<file path="src/rtl/arb_pkg.sv">
// Shared types and helpers for the arbitration controller.
// Assumes delays are given in nanoseconds and the clock in hertz.
package arb_pkg;

    typedef enum logic [2:0] {
        ST_IDLE,
        ST_WAIT,
        ST_ARB,
        ST_HOLD,
        ST_DONE,
        ST_LOST
    } arb_state_t;

    // Convert a delay in ns to clock cycles, rounding up.
    function automatic int ns_to_cycles(input longint ns, input longint clk_hz);
        longint prod;
        longint per_s;
        per_s = 64'sd1_000_000_000;
        prod  = ns * clk_hz;
        return int'((prod + per_s - 64'sd1) / per_s);
    endfunction

    // Bits needed to hold values 0..maxval.
    function automatic int cnt_width(input int maxval);
        return (maxval < 1) ? 1 : $clog2(maxval + 1);
    endfunction

    // Larger of two integers.
    function automatic int imax(input int a, input int b);
        return (a > b) ? a : b;
    endfunction

endpackage

</file>
<file path="src/rtl/arb_bus_free_timer.sv">
// Tracks how long ago the bus went free and how long ago it was last seen free.
// Raises ready once the settle time has passed since a fresh free detection,
// while the lateness limit since the last free sample has not yet run out.
// Assumes bus_free is already synchronised. A detection is a low-to-high change.
// consume discards the current detection, so the next try needs a new one.
module arb_bus_free_timer
    import arb_pkg::*;
#(
    parameter int FREE_CYC = 100,
    parameter int SET_CYC  = 225
) (
    input  logic clk,
    input  logic rst_n,
    input  logic bus_free,
    input  logic consume,
    output logic ready
);

    localparam int TFW = cnt_width(FREE_CYC);
    localparam int TLW = cnt_width(SET_CYC);
    localparam logic [TFW-1:0] TF_MAX = TFW'(FREE_CYC);
    localparam logic [TLW-1:0] TL_MAX = TLW'(SET_CYC);

    logic [TFW-1:0] since_rise_q;
    logic [TLW-1:0] since_high_q;
    logic           seen_q;
    logic           prev_q;
    logic           rise;

    assign rise = bus_free && !prev_q;

    // Age counters and the detection flag.
    always_ff @(posedge clk) begin
        if (!rst_n) begin
            prev_q       <= 1'b0;
            since_rise_q <= '0;
            since_high_q <= TL_MAX;
            seen_q       <= 1'b0;
        end else begin
            prev_q <= bus_free;
            if (rise) begin
                since_rise_q <= '0;
            end else if (since_rise_q != TF_MAX) begin
                since_rise_q <= since_rise_q + 1'b1;
            end
            if (bus_free) begin
                since_high_q <= '0;
            end else if (since_high_q != TL_MAX) begin
                since_high_q <= since_high_q + 1'b1;
            end
            if (consume) begin
                seen_q <= 1'b0;
            end else if (rise) begin
                seen_q <= 1'b1;
            end else if (since_high_q == TL_MAX) begin
                seen_q <= 1'b0;
            end
        end
    end

    // Window open: settled long enough and not yet too late.
    always_comb begin
        ready = seen_q && (since_rise_q == TF_MAX) && (since_high_q < TL_MAX);
    end

    // a consumed detection never leaves the window open in the next cycle.
    p_consume_closes_r3: assert property (@(posedge clk) disable iff (!rst_n)
        consume |=> !ready);

endmodule

</file>
<file path="src/rtl/arb_step_counter.sv">
// Counts cycles spent in the current controller state and saturates at MAX_CNT.
// restart is raised on the edge where the state changes, so the count is 0 in
// the first cycle of each new state.
module arb_step_counter
    import arb_pkg::*;
#(
    parameter int MAX_CNT = 300,
    localparam int CW = cnt_width(MAX_CNT)
) (
    input  logic          clk,
    input  logic          rst_n,
    input  logic          restart,
    output logic [CW-1:0] count
);

    localparam logic [CW-1:0] CNT_TOP = CW'(MAX_CNT);

    // Cycle counter, cleared on restart.
    always_ff @(posedge clk) begin
        if (!rst_n) begin
            count <= '0;
        end else if (restart) begin
            count <= '0;
        end else if (count != CNT_TOP) begin
            count <= count + 1'b1;
        end
    end

    // The count never passes its ceiling.
    p_count_capped_r5: assert property (@(posedge clk) disable iff (!rst_n)
        count <= CNT_TOP);

endmodule

</file>
<file path="src/rtl/arb_prio_cmp.sv">
// Reports whether any data line of higher rank than own_id is active.
// Rank rises with line index. Lines at or below own_id are not looked at.
module arb_prio_cmp #(
    parameter int DBW = 8,
    localparam int IDW = $clog2(DBW)
) (
    input  logic [DBW-1:0] db_in,
    input  logic [IDW-1:0] own_id,
    output logic           higher
);

    logic [DBW-1:0] above;

    // One qualifier per line: active and ranked above this device.
    for (genvar i = 0; i < DBW; i++) begin : g_line
        assign above[i] = db_in[i] && (IDW'(i) > own_id);
    end

    // Any qualifying line means a loss.
    always_comb begin
        higher = |above;
    end

endmodule

</file>
<file path="src/rtl/arb_phase_ctrl.sv">
// Arbitration step controller for one device on a shared parallel bus.
// Waits for a fresh bus-free phase, drives busy plus its own data line, waits
// out the contention window, then wins (select, hold, won) or loses (release,
// lost pulse). Assumes all inputs are synchronised and own_id is stable while
// arb_req is high. Synchronous active-low reset.
module arb_phase_ctrl
    import arb_pkg::*;
#(
    parameter int CLK_HZ   = 125_000_000,
    parameter int FREE_NS  = 800,
    parameter int SET_NS   = 1800,
    parameter int ARB_NS   = 2400,
    parameter int CLEAR_NS = 800,
    parameter int HOLD_NS  = 1200,
    parameter int DBW      = 8,
    localparam int IDW     = $clog2(DBW)
) (
    input  logic           clk,
    input  logic           rst_n,
    input  logic [IDW-1:0] own_id,
    input  logic           arb_req,
    input  logic           bus_free,
    input  logic [DBW-1:0] db_in,
    input  logic           sel_in,
    output logic           bsy_oe,
    output logic           sel_oe,
    output logic [DBW-1:0] db_oe,
    output logic           dbp_oe,
    output logic           won,
    output logic           lost
);

    localparam int FREE_CYC  = ns_to_cycles(longint'(FREE_NS),  longint'(CLK_HZ));
    localparam int SET_CYC   = ns_to_cycles(longint'(SET_NS),   longint'(CLK_HZ));
    localparam int ARB_CYC   = ns_to_cycles(longint'(ARB_NS),   longint'(CLK_HZ));
    localparam int CLEAR_CYC = ns_to_cycles(longint'(CLEAR_NS), longint'(CLK_HZ));
    localparam int HOLD_CYC  = ns_to_cycles(longint'(HOLD_NS),  longint'(CLK_HZ));
    localparam int STEP_MAX  = imax(ARB_CYC, HOLD_CYC);
    localparam int SW        = cnt_width(STEP_MAX);
    localparam logic [SW-1:0] ARB_LAST  = SW'(ARB_CYC - 1);
    localparam logic [SW-1:0] HOLD_LAST = SW'(HOLD_CYC - 1);
    localparam int RW        = cnt_width(CLEAR_CYC + 1);
    localparam logic [RW-1:0] REL_TOP   = RW'(CLEAR_CYC + 1);
    localparam logic [RW-1:0] REL_LIM   = RW'(CLEAR_CYC);

    arb_state_t    state_q;
    arb_state_t    state_d;
    logic          free_ready;
    logic          consume;
    logic          higher;
    logic [SW-1:0] step_cnt;
    logic          arb_done;
    logic          hold_done;
    logic          drive;

    // Bus-free age tracking.
    arb_bus_free_timer #(
        .FREE_CYC (FREE_CYC),
        .SET_CYC  (SET_CYC)
    ) u_free (
        .clk      (clk),
        .rst_n    (rst_n),
        .bus_free (bus_free),
        .consume  (consume),
        .ready    (free_ready)
    );

    // Time spent in the current state.
    arb_step_counter #(
        .MAX_CNT (STEP_MAX)
    ) u_step (
        .clk     (clk),
        .rst_n   (rst_n),
        .restart (state_d != state_q),
        .count   (step_cnt)
    );

    // Rank comparison against the sampled data lines.
    arb_prio_cmp #(
        .DBW (DBW)
    ) u_prio (
        .db_in  (db_in),
        .own_id (own_id),
        .higher (higher)
    );

    // Window end flags.
    always_comb begin
        arb_done  = (step_cnt >= ARB_LAST);
        hold_done = (step_cnt >= HOLD_LAST);
    end

    // Next-state decision.
    always_comb begin
        state_d = state_q;
        unique case (state_q)
            ST_IDLE: if (arb_req) state_d = ST_WAIT;
            ST_WAIT: begin
                if (!arb_req)        state_d = ST_IDLE;
                else if (free_ready) state_d = ST_ARB;
            end
            ST_ARB: begin
                if (!arb_req)      state_d = ST_IDLE;
                else if (sel_in)   state_d = ST_LOST;
                else if (arb_done) state_d = higher ? ST_LOST : ST_HOLD;
            end
            ST_HOLD: if (hold_done) state_d = ST_DONE;
            ST_DONE: if (!arb_req)  state_d = ST_IDLE;
            ST_LOST: state_d = arb_req ? ST_WAIT : ST_IDLE;
            default: state_d = ST_IDLE;
        endcase
    end

    // State register.
    always_ff @(posedge clk) begin
        if (!rst_n) state_q <= ST_IDLE;
        else        state_q <= state_d;
    end

    // Output decode from the current state.
    always_comb begin
        drive   = (state_q == ST_ARB) || (state_q == ST_HOLD) || (state_q == ST_DONE);
        consume = drive || (state_q == ST_LOST);
        bsy_oe  = drive;
        dbp_oe  = drive;
        sel_oe  = (state_q == ST_HOLD) || (state_q == ST_DONE);
        won     = (state_q == ST_DONE);
        lost    = (state_q == ST_LOST);
        db_oe   = drive ? (DBW'(1) << own_id) : '0;
    end

    // Cycles a foreign select has been seen while still contending.
    logic [RW-1:0] rel_wait_q;
    always_ff @(posedge clk) begin
        if (!rst_n) begin
            rel_wait_q <= '0;
        end else if (sel_in && bsy_oe && !sel_oe) begin
            if (rel_wait_q != REL_TOP) rel_wait_q <= rel_wait_q + 1'b1;
        end else begin
            rel_wait_q <= '0;
        end
    end

    p_bsy_after_window_r2: assert property (@(posedge clk) disable iff (!rst_n)
        $rose(bsy_oe) |-> $past(free_ready));

    p_one_line_r4: assert property (@(posedge clk) disable iff (!rst_n)
        $countones(db_oe) <= 1);

    p_line_with_busy_r4: assert property (@(posedge clk) disable iff (!rst_n)
        (db_oe != '0) == bsy_oe);

    p_parity_with_busy_r4: assert property (@(posedge clk) disable iff (!rst_n)
        dbp_oe |-> bsy_oe);

    p_sel_after_window_r5: assert property (@(posedge clk) disable iff (!rst_n)
        $rose(sel_oe) |-> $past(arb_done));

    p_lost_released_r7: assert property (@(posedge clk) disable iff (!rst_n)
        lost |-> (!bsy_oe && !sel_oe && db_oe == '0));

    p_sel_keeps_busy_r8: assert property (@(posedge clk) disable iff (!rst_n)
        sel_oe |-> bsy_oe);

    p_foreign_sel_release_r9: assert property (@(posedge clk) disable iff (!rst_n)
        rel_wait_q <= REL_LIM);

    p_hold_stable_r10: assert property (@(posedge clk) disable iff (!rst_n)
        (sel_oe && !won) |=> (sel_oe && bsy_oe && $stable(db_oe)));

    p_won_with_sel_r10: assert property (@(posedge clk) disable iff (!rst_n)
        won |-> sel_oe);

endmodule

</file>
<file path="config.mk">
export PLATFORM = sky130hd
export DESIGN_NAME = arb_phase_ctrl
export DESIGN_NICKNAME = d
export VERILOG_FILES = /design/src/rtl/arb_pkg.sv /design/src/rtl/arb_bus_free_timer.sv /design/src/rtl/arb_step_counter.sv /design/src/rtl/arb_prio_cmp.sv /design/src/rtl/arb_phase_ctrl.sv
export SDC_FILE = /design/constraint.sdc
export NUM_CORES = 1
export LEC_CHECK = 0
export BUFFER_PORTS_ARGS = -buffer_cell sky130_fd_sc_hd__clkbuf_2
export CORE_MARGIN = 5
export CORE_UTILIZATION = 52
export DETAILED_ROUTE_END_ITERATION = 8
export PLACE_DENSITY = 0.71
export SYNTH_ARGS = -nofsm -noshare
export SYNTH_HDL_FRONTEND = slang
export SYNTH_SLANG_ARGS = --single-unit
export TNS_END_PERCENT = 20
</file>
<file path="constraint.sdc">
create_clock -name clk -period 2.09 [get_ports clk]
set_clock_uncertainty 0.05 [all_clocks]
set_input_delay 0.209 -clock clk [delete_from_list [all_inputs] [get_ports clk]]
set_output_delay 0.209 -clock clk [all_outputs]
set_load 0.01 [all_outputs]
</file>
==> results of run 1 <==
cell type report:
| cell class | instances | area, µm² | share of cell area (%) |
|---|---|---|---|
| clock buffer | 7 | 55.05 | 2.560 |
| multi-input combinational | 166 | 1211 | 56.31 |
| timing repair buffer | 36 | 202.7 | 9.424 |
| tap | 46 | 57.56 | 2.676 |
| sequential | 29 | 583.1 | 27.11 |
| inverter | 11 | 41.29 | 1.920 |
worst register-to-register path, cell delays in order (launching register included):
cell and delay [ns]:
dfxtp_2 0.35, inv_2 0.06, ha_1 0.13, or4b_4 0.47, a2111oi_4 0.37, o211ai_2 0.20
nand4b_4 0.18, nor4_1 0.07
sequential cells by signal (all words and copies together), names as in the netlist:
signal               cells
state_q                  3
u_free.prev_q            1
u_free.seen_q            1
u_free.since_high_q      8
u_free.since_rise_q      7
u_step.count             9
timing repair:
item / 4_1_cts / 5_1_grt
cloned: 0 / 1
buffers inserted: 0 / 1
hold buffers: 0 / 0
setup endpoints to repair: 2 / 17
endpoints found under the hold margin: 0 / 0
resized for setup: 0 / 8
pin swaps: 1 / 4
cells in the final DEF, fill, tap and decap left out, types with 2 or more instances in the layout:
| master | instances |
|---|---|
| inv_1 | 9 |
| dfxtp_1 | 27 |
| o211ai_1 | 2 |
| clkbuf_4 | 5 |
| nand3_1 | 13 |
| a31oi_1 | 2 |
| o21ai_0 | 11 |
| xnor2_1 | 11 |
| nand2b_1 | 3 |
| inv_2 | 2 |
| and3_2 | 2 |
| nor2_1 | 21 |
| o21ai_1 | 3 |
| o211ai_2 | 2 |
| nand3b_1 | 3 |
| nor3_1 | 8 |
| nand2_1 | 18 |
| dfxtp_2 | 2 |
| buf_4 | 9 |
| clkbuf_2 | 27 |
| nor3b_1 | 2 |
| and3_1 | 5 |
| a21oi_1 | 2 |
| xor2_1 | 10 |
| nand4b_4 | 2 |
| ha_1 | 8 |
| mux2i_1 | 2 |
| nor4_1 | 9 |
| nor4_2 | 2 |
| nor2b_1 | 2 |
| a211oi_1 | 2 |
metrics by stage:
step / power [µW] / instance area, µm²
2_1_floorplan: 680.7 / 1838
3_3_place_gp: 723.6 / 2038
3_5_place_dp: 726.4 / 2038
4_1_cts: 1072 / 2093
5_1_grt: 1123 / 2151
6_report: 1072 / 2151
per-layer routing:
metal / routed length [µm] / up-vias
met5: 0 / -
met4: 45 / 0
met3: 143 / 5
met2: 1750 / 22
met1: 1882 / 758
li1: - / 831
worst paths after layout:
path	end	slack (ns)	cells past startpoint
max	u_step.count[5]	0.08	7
min	u_free.since_high_q[5]	0.11	2
max reg2reg	u_step.count[5]	0.08	7
min reg2reg	u_free.since_rise_q[6]	0.47	2
cells by family (layout without fill, tap and decap cells):
logic type | Yosys count | after routing | share of synthesized area (%)
muxes | 2 | 2 | 1.089
xor gates and xnor gates | 21 | 21 | 10.01
AOI/OAI and AO/OA | 34 | 34 | 14.91
DFF | 29 | 29 | 31.59
and+or+nand+nor | 100 | 101 | 31.86
buffers and inverters | 16 | 54 | 5.106
adders and majority gates | 8 | 8 | 5.446
power by group:
group / switching, µW / internal [µW] / total, µW
registers: 16.2 / 570 / 586
logic: 72.8 / 62.4 / 135
clock network: 192 / 159 / 351
==> summary by stage, run 1 <==
Min path
The type of the tightest min-delay check is primary input to flop. In this run the most critical hold path is launched from bus_free.

Route
The number of search-and-repair iterations in the first detailed-routing pass is 4. Dividing the detail-routed wire length by the instance count gives between 10 and 15 µm. The number of DRC violations after detailed-routing iteration 0 is between 100 and 150. The aggregate routed wire length is 3822 µm. For this run, design rule violations remaining after detail routing come to 0.

The routed via count divided by cell count is roughly 5.5. The routed layout has roughly 1.6k vias. Once detail routing completed, the nets flagged for antenna violations numbered 0.

Setup path
The worst setup path is captured at a flop. On the worst path, the slowest cell contributes a delay of 0.47 ns. The kind of cell with the highest combined delay along the critical path is simple AND/OR/NAND/NOR gates.

At the worst endpoint, the arrival time is roughly 2.1 ns. STA classifies the critical path startpoint as a flop. The slowest stage of the critical path is the or4b_4 cell. Counting both buffers and inverters, the worst setup path holds a total of 1. The critical path data required time is 2.22 ns. In this run the worst path has a maximum fanout of 5.

The launch point of the worst path is u_free.since_high_q[1]. Traced cell by cell, the critical path runs through inv_2, ha_1, or4b_4, a2111oi_4, o211ai_2, nand4b_4, nor4_1. The critical register-to-register path startpoint is u_free.since_high_q[1]. By startpoint and endpoint, the worst setup path is classified as flop to flop.

Global routing
The most heavily used metal layer in global routing is met2. The number of antenna violations at the first check in global routing is 0. For met2 alone, demand over resource in global routing was 23.62%. Entering global routing, the biggest net connects 11 pins.

Global routing used 15.73% of the available tracks. The first-pass GRT wire length is between 6000 and 7000 µm. Global routing used 3.913% of the available met3 tracks. The global routing usage on met1 is 21.33%. For this run the aggregate overflow at the end of global routing stands at 0. The number of global-route vias before repair is between 1k and 1.5k.

Yosys
The most used flip-flop cell after synthesis is dfxtp_1. The post-synthesis sequential element count is 29. The gate count of the mapped netlist is 210.

The number of synthesized flops with an enable pin is 0. Of all cell types, the one taking the most synthesized area is dfxtp_1. The sequential share of the synthesized area is 31.59%. The most instantiated library cell after synthesis is dfxtp_1. The async set-reset flop share out of synthesis is 0%. The top cell type by area accounts for a little under a third of the synthesized area. The cell area that synthesis handed to floorplanning was about 1800 µm². By count the netlist is led by dfxtp_1 (29), nor2_1 (21), nand2_1 (18). When the netlist entered floorplanning its net count stood at 234. Ranked by total cell area, the synthesized netlist is headed by dfxtp_1 (32%), ha_1 (5.4%), xnor2_1 (5.2%). The number of unique standard cell types used by synthesis is 49. Yosys printed 0 warnings.

The average instance in the mapped netlist occupies 8.752 µm².

Timing
The final number of setup-violating endpoints is 0. The period utilization is a little over nine tenths. Summed over all failing endpoints, the final setup total negative slack is 0 ns. Counting I/O delays and the setup requirement, the final critical path takes about 2 ns. For this run, the top clock speed supported by timing is about 500 MHz.

The remaining max-slew budget at the tightest pin is 54.01%. The number of failing hold endpoints at the final stage is 0. The post-route worst setup slack is 0.08403 ns. Final hold analysis gives a worst-case slack of 0.1055 ns.

At the pin with the least slew margin, the transition time is 0.6826 ns. Setup repair after global routing could not meet its margin everywhere. The max-slew violation total from the final report is 0.

CTS
The root buffer cell is clkbuf_4. The number of H-tree branching levels is 2. The clock latency of the later-clocked register in the worst-skew pair is 0.32 ns. TritonCTS built the clock tree. The TritonCTS buffer count is 5. The tree built by TritonCTS fans out to 29 sinks.

After clock tree synthesis, the clock-pin slew on the worst setup and hold paths is approximately 0.090 ns. The buffer depth of the longest clock path is 2.

Floorplan
The floorplan step defined a core boundary enclosing 3390 µm². The initial utilization of the core area, before any placement, comes to roughly 54%. The die covers 4823 µm². The die outline height is 69.45 µm.

The die span in x is 69.45 µm. The top-level port count is 29. The row count is 21.

Placed design
The final estimated routing congestion in global placement is roughly 0.77. The number of buffer cells added on primary ports is 27. The number of cells after detailed placement is 286. At the placement stage, the worst setup path has a slack of between 0.02 and 0.025 ns. Summed over all nets, the half-perimeter wirelength after detailed placement is 2713 µm.

Final layout
The share of the core filled with cells in the final layout is 63.46%. The number of nets in the layout is 273. The number of cells in the finished layout apart from fillers is 295. The signed area change from the synthesized netlist to the final layout is 17.02%.

The number of inserted filler cells in the final layout is 305. 0 antenna diodes ended up in the layout. The share of post-route cells with drive strength above 1 is 28.11%.

Job
Across the run, the number of max-cap violations was 0.

Power and ir drop
The maximum resistive drop on vdd is 0.5489 mV. The leakage power is 0.0008190 µW. The power per unit of standard cell area is approximately 500 nW/µm².

Outcome
The run finished with clean final reports.
(Power assumes the default switching activity.)
==> inputs of run 2 (changes only) <==
--- a/config.mk
+++ b/config.mk
@@ -5,7 +5,7 @@
 export SDC_FILE = /design/constraint.sdc
 export NUM_CORES = 1
 export LEC_CHECK = 0
-export BUFFER_PORTS_ARGS = -buffer_cell sky130_fd_sc_hd__clkbuf_2
+export BUFFER_PORTS_ARGS = -buffer_cell sky130_fd_sc_hd__buf_2
 export CORE_MARGIN = 5
 export CORE_UTILIZATION = 52
 export DETAILED_ROUTE_END_ITERATION = 8
==> run 2 against run 1 <==
Utilization grew 3.4 points. Worst setup slack lost 0.076 ns. Non-clock buffer count grew 4. Critical path depth is the same. Register-to-register slack lost 0.08 ns. Die area is the same. Sequential share of layout area shrank 1.4 points. Worst hold slack lost 0.0091 ns. Count of clock-buffer cells in the layout is the same. Sequential cell count is the same. Routed wire length grew 4.3%. Combinational power grew 8%. Critical path type unchanged. Largest cell class unchanged.
==> summary by stage, run 2 (synthesis gave the netlist of run 1 again) <==
Timing
For the pin with the worst max-slew slack, the measured transition is 0.6395 ns. Setup violations remaining at the end of the flow were counted as 0. Setup repair after global routing could not meet its margin everywhere. The worst path in the final design needs a cycle of 2.082 ns, including I/O delays and setup. Of the available clock period, the critical path in the final layout requires 99.62%.

On the final layout, the worst hold slack is between 0.09 and 0.1 ns. The worst pin sits at a relative slew slack of 56.91%. The top achievable clock speed is 480.3 MHz. The max-slew violation total from the final report came to 0.

The post-route worst setup slack is approximately 0.008 ns. The number of failing hold endpoints at the final stage is 0.

Route
The number of search-and-repair iterations in the first detailed-routing pass is 4. The wire length on met3 is 118 µm. The detailed router used layers up to and including met4. The routed via count divided by cell count is around 5.4. The routed design has about 4000 µm of wire.

The number of DRC violations after detailed-routing iteration 0 is 84. The met1 layer wirelength in the final routing is 1950 µm. The routed wire length on met2 is 1894 µm. In the final routed layout, each cell accounts on average for ~13 µm. The detailed-route via count is 1,622. The detail route stage leaves a number of antenna-violating nets equal to 0. For this run, design rule violations remaining after detail routing come to 0.

Floorplan
The floorplan step defined a die boundary enclosing 4823 µm². The total core area is 3390 µm². The row count is 21. From left edge to right edge, the die measures 69.45 µm. The initial utilization of the core area, before any placement, comes to 54.23%.

The die is 69.45 µm tall. The top-level port count is 29.

Power and ir drop
The power per unit of standard cell area is 536.2 nW/µm². Summed over all cells, the static leakage comes to 0.0008591 µW. The worst-case IR drop observed on VDD is 0.5143 mV.

Global routing
The first global-routing pass estimated 6272 µm of wire. Global routing consumed, over all layers together, around 15% of the routing resources. The global route total overflow is 0.

The number of global-route vias before repair is 1,447. Entering global routing, the biggest net connects 11 pins. The number of antenna violations at the first check in global routing is 0.

Min path
The type of the tightest min-delay check is primary input to flop. The beginning of the worst hold path is bus_free.

Setup path
The worst setup path is of the flop to flop kind. Tracing the worst setup path back leads to its startpoint at u_free.since_high_q[1]. The family with the most delay on the worst path is simple AND/OR/NAND/NOR gates. The total buffers and inverters traversed by the critical path is 1. At the worst endpoint, the required time is roughly 2.2 ns.

The category of the worst setup path capture point is a flop. The worst setup path is launched from a flop. The critical register-to-register path startpoint is u_free.since_high_q[1]. On the critical path, the stage with the largest delay is an instance of or4b_4. The signal on the critical path passes through inv_2, ha_4, or4b_4, a2111oi_4, o211ai_2, nand4b_4, nor4_2. The setup slack of the worst register-to-register path is a little under 0.008 ns.

Along the worst path, the maximum fanout reaches 5. On the worst path, the slowest cell contributes a delay of 0.46 ns. The critical path arrival is around 2.2 ns.

Final layout
The register with the most flip-flops in the layout has 9 of them. The leading cell type in the layout, fill and taps excluded is dfxtp_1. The finished layout holds 300 standard cells, fillers aside. The final cell area excluding filler cells is around 2300 µm². The share of post-route cells with drive strength above 1 is around a third. After the last flow step, the layout net total stands at 277. The area growth from synthesis to layout is 23.28%. The number of inserted filler cells in the final layout is 277. At the end of the flow the core is filled with cells to 66.85%. Ranked by flip-flop count, first place goes to u_step.count. The number of diodes added for antenna fixing is 0. The largest registers in the layout are u_step.count: 9 flops, u_free.since_high_q: 8 flops, u_free.since_rise_q: 7 flops. The library cells used most frequently in the layout, excluding fill and tap cells, are dfxtp_1 (28), buf_2 (27), nor2_1 (21).

Job
The total of max-cap violations is 0.

CTS
The clock tree from TritonCTS is done. The H-tree generated during clock tree synthesis spans 2 levels. The tree is rooted in a clkbuf_4. Clock tree synthesis found a total of 29 sinks. Clock tree synthesis inserted a total of 5 buffers.

The later pin in the worst-skew pair is clocked with a latency of 0.32 ns. After clock tree synthesis, the clock-pin slew on the worst setup and hold paths is 0.10 ns. The buffer depth of the longest clock path is 2. The hold buffer count at cts is 0.

Placed design
Timing analysis after detailed placement gives a worst setup slack of 0.008432 ns. After detailed placement, the total cell area comes to slightly above 2000 µm². Buffers placed on the I/O ports in this run total 27. The final estimated routing congestion in global placement is 0.7755. Detailed placement ended at an HPWL of around 2800 µm. The number of cells after detailed placement is 287.

Outcome
The run finished with clean final reports.
run 2: cell types whose count changed in the layout (fill, tap and decap cells not counted), moves of 4 or more:
| cell | before | now |
|---|---|---|
| buf_2 | 0 | 27 |
| nor4_1 | 9 | 4 |
| nor4_2 | 2 | 6 |
| clkbuf_2 | 27 | 0 |
| buf_4 | 9 | 13 |
run 2: per-stage QoR:
stage,TNS [ns],total power (µW)
2_1_floorplan,0,680.7
3_3_place_gp,0,723.8
3_5_place_dp,0,725.9
4_1_cts,0,1204
5_1_grt,-0.4831,1261
6_report,0,1215
run 2: worst reg2reg max path, cell delays in order, from the launching register on:
cell,delay (ns)
dfxtp_2,0.36
inv_2,0.09
ha_4,0.12
or4b_4,0.46
a2111oi_4,0.40
o211ai_2,0.19
nand4b_4,0.21
nor4_2,0.06
run 2: metal layers:
layer  global-route usage [%]  vias up
li1                         -      845
met1                    20.32      753
met5                        0        -
met4                    4.989        0
met2                    23.94       20
met3                    3.768        4
run 2: area by class of cell:
cell class	count	area (µm²)	share of cell area (%)
Clock inverter	1	30.03	1.325
Inverter	11	41.29	1.822
Tap cell	46	57.56	2.540
Clock buffer	7	55.05	2.430
Sequential cell	29	581.8	25.68
Multi-Input combinational cell	166	1267	55.94
Timing Repair Buffer	40	232.7	10.27
run 2: timing repair:
action                                  4_1_cts  5_1_grt
endpoints found under the setup margin        8       12
resized for setup                             0       17
buffers inserted                              0        4
cloned                                        0        1
pin swaps                                     1        9
hold endpoints to repair                      0        0
run 2: power breakdown:
group	switching (µW)	leakage, µW	internal [µW]
Sequential	17.3	0.000237	570
Clock	196	0.0000455	286
Combinational	76.5	0.000576	69.1
Total	290	0.000859	925
run 2: worst paths after layout:
| check | end | cells after the start |
|---|---|---|
| worst max-delay path | u_step.count[7] | 7 |
| worst min-delay path | u_free.since_high_q[7] | 2 |
| worst max register to register | u_step.count[7] | 7 |
| worst min register to register | u_free.since_rise_q[6] | 2 |
==> inputs of run 3 (changes only) <==
--- a/config.mk
+++ b/config.mk
@@ -5,7 +5,8 @@
 export SDC_FILE = /design/constraint.sdc
 export NUM_CORES = 1
 export LEC_CHECK = 0
-export BUFFER_PORTS_ARGS = -buffer_cell sky130_fd_sc_hd__buf_2
+export BUFFER_PORTS_ARGS = -buffer_cell sky130_fd_sc_hd__buf_4
+export CAP_MARGIN = 20
 export CORE_MARGIN = 5
 export CORE_UTILIZATION = 52
 export DETAILED_ROUTE_END_ITERATION = 8
==> run 3 against run 2 <==
Sequential cell count stayed put. Maximum frequency increased by 3.1%. Design area fell by 1.7%. Utilization fell by 1.1 points. Critical path depth did not move. Clock power decreased by 1%. Critical path type unchanged. Largest cell class unchanged. Largest power group unchanged.
==> summary by stage, run 3 (synthesis gave the netlist of run 1 again) <==
Outcome
The flow ran to the end, and the final reports show no timing, DRC or antenna violations.

Power and ir drop
The analysis attributes to cell leakage a power of 0.0008442 µW. The maximum resistive drop on vdd is 0.4969 mV. The post-route total power is roughly 1200 µW. The power per unit of standard cell area is roughly 540 nW/µm².

Timing
The time the final worst path needs with I/O delays and setup is 2.020 ns. The remaining max-slew budget at the tightest pin is 60.31%. The worst path uses 96.64% of the clock period. Setup repair after global routing could not meet its margin everywhere. The max-slew violation total from the final report is 0. On the final layout, the worst hold slack is 0.05922 ns.

The number of failing hold endpoints at the final stage is 0. At the pin with the least slew margin, the transition time is slightly below 0.6 ns. The final number of setup-violating endpoints is 0. For this run, the top clock speed supported by timing is 495.1 MHz.

Setup path
The delay contributed by the slowest stage of the critical path is 0.47 ns. STA classifies the critical path endpoint as a flop. Counting both buffers and inverters, the worst setup path holds a total of 1. The critical path goes through inv_2, ha_1, or4b_4, a2111oi_4, o211ai_2, nand4b_2, nor4_1. Along the worst path, the maximum fanout reaches 4. The cell at the slowest stage of the critical path is or4b_4. For the worst setup path, the data required time is 2.23 ns. STA classifies the critical path startpoint as a flop. The family with the most delay on the worst path is simple AND/OR/NAND/NOR gates. The critical path arrival is 2.16 ns. The category of the critical setup timing path is flop to flop.

Job
The total of max-cap violations is 0.

Final layout
The register with the most flip-flops is u_step.count. The share of post-route cells with drive strength above 1 is between 20% and 30%. The top cell types in the final layout, fill and taps aside, are buf_4 (35), dfxtp_1 (28), nor2_1 (21). At the end of the flow the core is filled with cells to 65.71%.

The number of nets in the layout is 272. The signed area change from the synthesized netlist to the final layout is 21.17%. The number of diodes added for antenna fixing is 0. Counting the fill cells in the layout gives 305. The largest registers in the layout are u_step.count: 9 flops, u_free.since_high_q: 8 flops, u_free.since_rise_q: 7 flops. The total area of multi-input combinational cells is 1199 µm². The final cell area excluding filler cells is 2227 µm². The leading cell type in the layout, fill and taps excluded is buf_4. The register area is 581.8 µm². The flip-flop count of the largest register, all copies and words added is 9.

Route
In the routed layout, each cell is associated on average with a via count of approximately 5.5. The number of DRC violations after detailed-routing iteration 0 is about 90. The first TritonRoute pass finished after 4 iterations. The per-cell routed wire length is 13.46 µm.

For this block, the routed nets add up to 3970 µm of wire. The detailed-route via count is 1,626. Once detail routing completed, the nets flagged for antenna violations numbered 0. The number of remaining DRC errors is 0.

CTS
The clock reaches the later pin of the worst-skew pair after 0.33 ns. The clock passes through at most 2 buffers. The clock tree from TritonCTS is done. The TritonCTS buffer count is 5. The number of H-tree branching levels is 2. Clock-pin slew was measured on the worst setup and hold paths at 0.09 ns. The count of clock tree sinks is 29. The root buffer cell is clkbuf_4.

After clock tree synthesis, the setup repair step added 0 buffers. The hold buffer count at cts is 0.

Floorplan
The core region is between 3000 and 4000 µm². The die footprint is a little under 5000 µm². The initial utilization of the core area, before any placement, comes to 54.23%.

From left edge to right edge, the die measures ~70 µm. The initialized floorplan defines 21 standard-cell rows. The top-level port count is 29. The die is 69.45 µm tall.

Global routing
In the global route stage, overall resource usage came out at approximately 16%. The number of global-route vias before repair is 1,473. The first-pass GRT wire length is approximately 6500 µm. The maximum number of pins on one net before global-route repair is 11. Summed over all layers, the global routing overflow is 0.

The number of antenna violations at the first check in global routing came to 0.

Placed design
The final estimated routing congestion in global placement is approximately 0.81. After legalization and detailed placement, the total HPWL measured ~2900 µm. During placement, the flow inserted port buffers numbering 27. The total placed instance area is ~2100 µm².

Min path
The type of the tightest min-delay check is primary input to flop.
-- run 3: per-stage QoR --
step	setup TNS [ns]	cells	setup WS (ns)
3_3_place_gp	0	286	0.07471
3_5_place_dp	0	286	0.03034
5_1_grt	-0.08956	295	-0.01993
6_report	0	295	0.07016
2_1_floorplan	0	210	0.1691
4_1_cts	0	294	0.01946
-- run 3: cell type report --
| type | instances | share of cell area, % |
|---|---|---|
| inverter | 11 | 1.854 |
| tap | 46 | 2.584 |
| clock inverter | 1 | 1.348 |
| multi-input combinational | 166 | 53.82 |
| sequential | 29 | 26.12 |
| timing repair buffer | 35 | 11.80 |
| clock buffer | 7 | 2.472 |
-- run 3: worst paths after layout --
| path | start | to | slack, ns | depth (start not counted) |
|---|---|---|---|---|
| setup reg to reg | u_free.since_high_q[1] | u_step.count[6] | 0.07 | 7 |
| hold reg to reg | u_free.since_rise_q[6] | u_free.since_rise_q[6] | 0.49 | 2 |
| setup / recovery | u_free.since_high_q[1] | u_step.count[6] | 0.07 | 7 |
| hold / removal | bus_free | u_free.since_high_q[5] | 0.06 | 2 |
-- run 3: report_power, final --
part	switching [µW]	internal (µW)	total, µW
logic	70.3	69.1	139
clock network	191	286	477
registers	17.5	570	587
-- run 3: per-layer routing --
| metal | track usage (%) | share of wire, % | vias to the layer above |
|---|---|---|---|
| met3 | 4.058 | 4.3 | 8 |
| li1 | - | - | 827 |
| met5 | 0 | 0 | - |
| met4 | 5.206 | 1.4 | 0 |
| met2 | 25.32 | 45 | 40 |
| met1 | 20.83 | 49 | 751 |
-- run 3: what timing repair did --
item	CTS	global route
pin swaps	1	2
cloned	0	1
resized for setup	0	5
endpoints found under the setup margin	7	11
-- run 3: worst register-to-register path, stage by stage, from the launching register on --
cell and delay, ns:
dfxtp_2 0.35, inv_2 0.06, ha_1 0.14, or4b_4 0.47, a2111oi_4 0.38, o211ai_2 0.20
nand4b_2 0.18, nor4_1 0.07
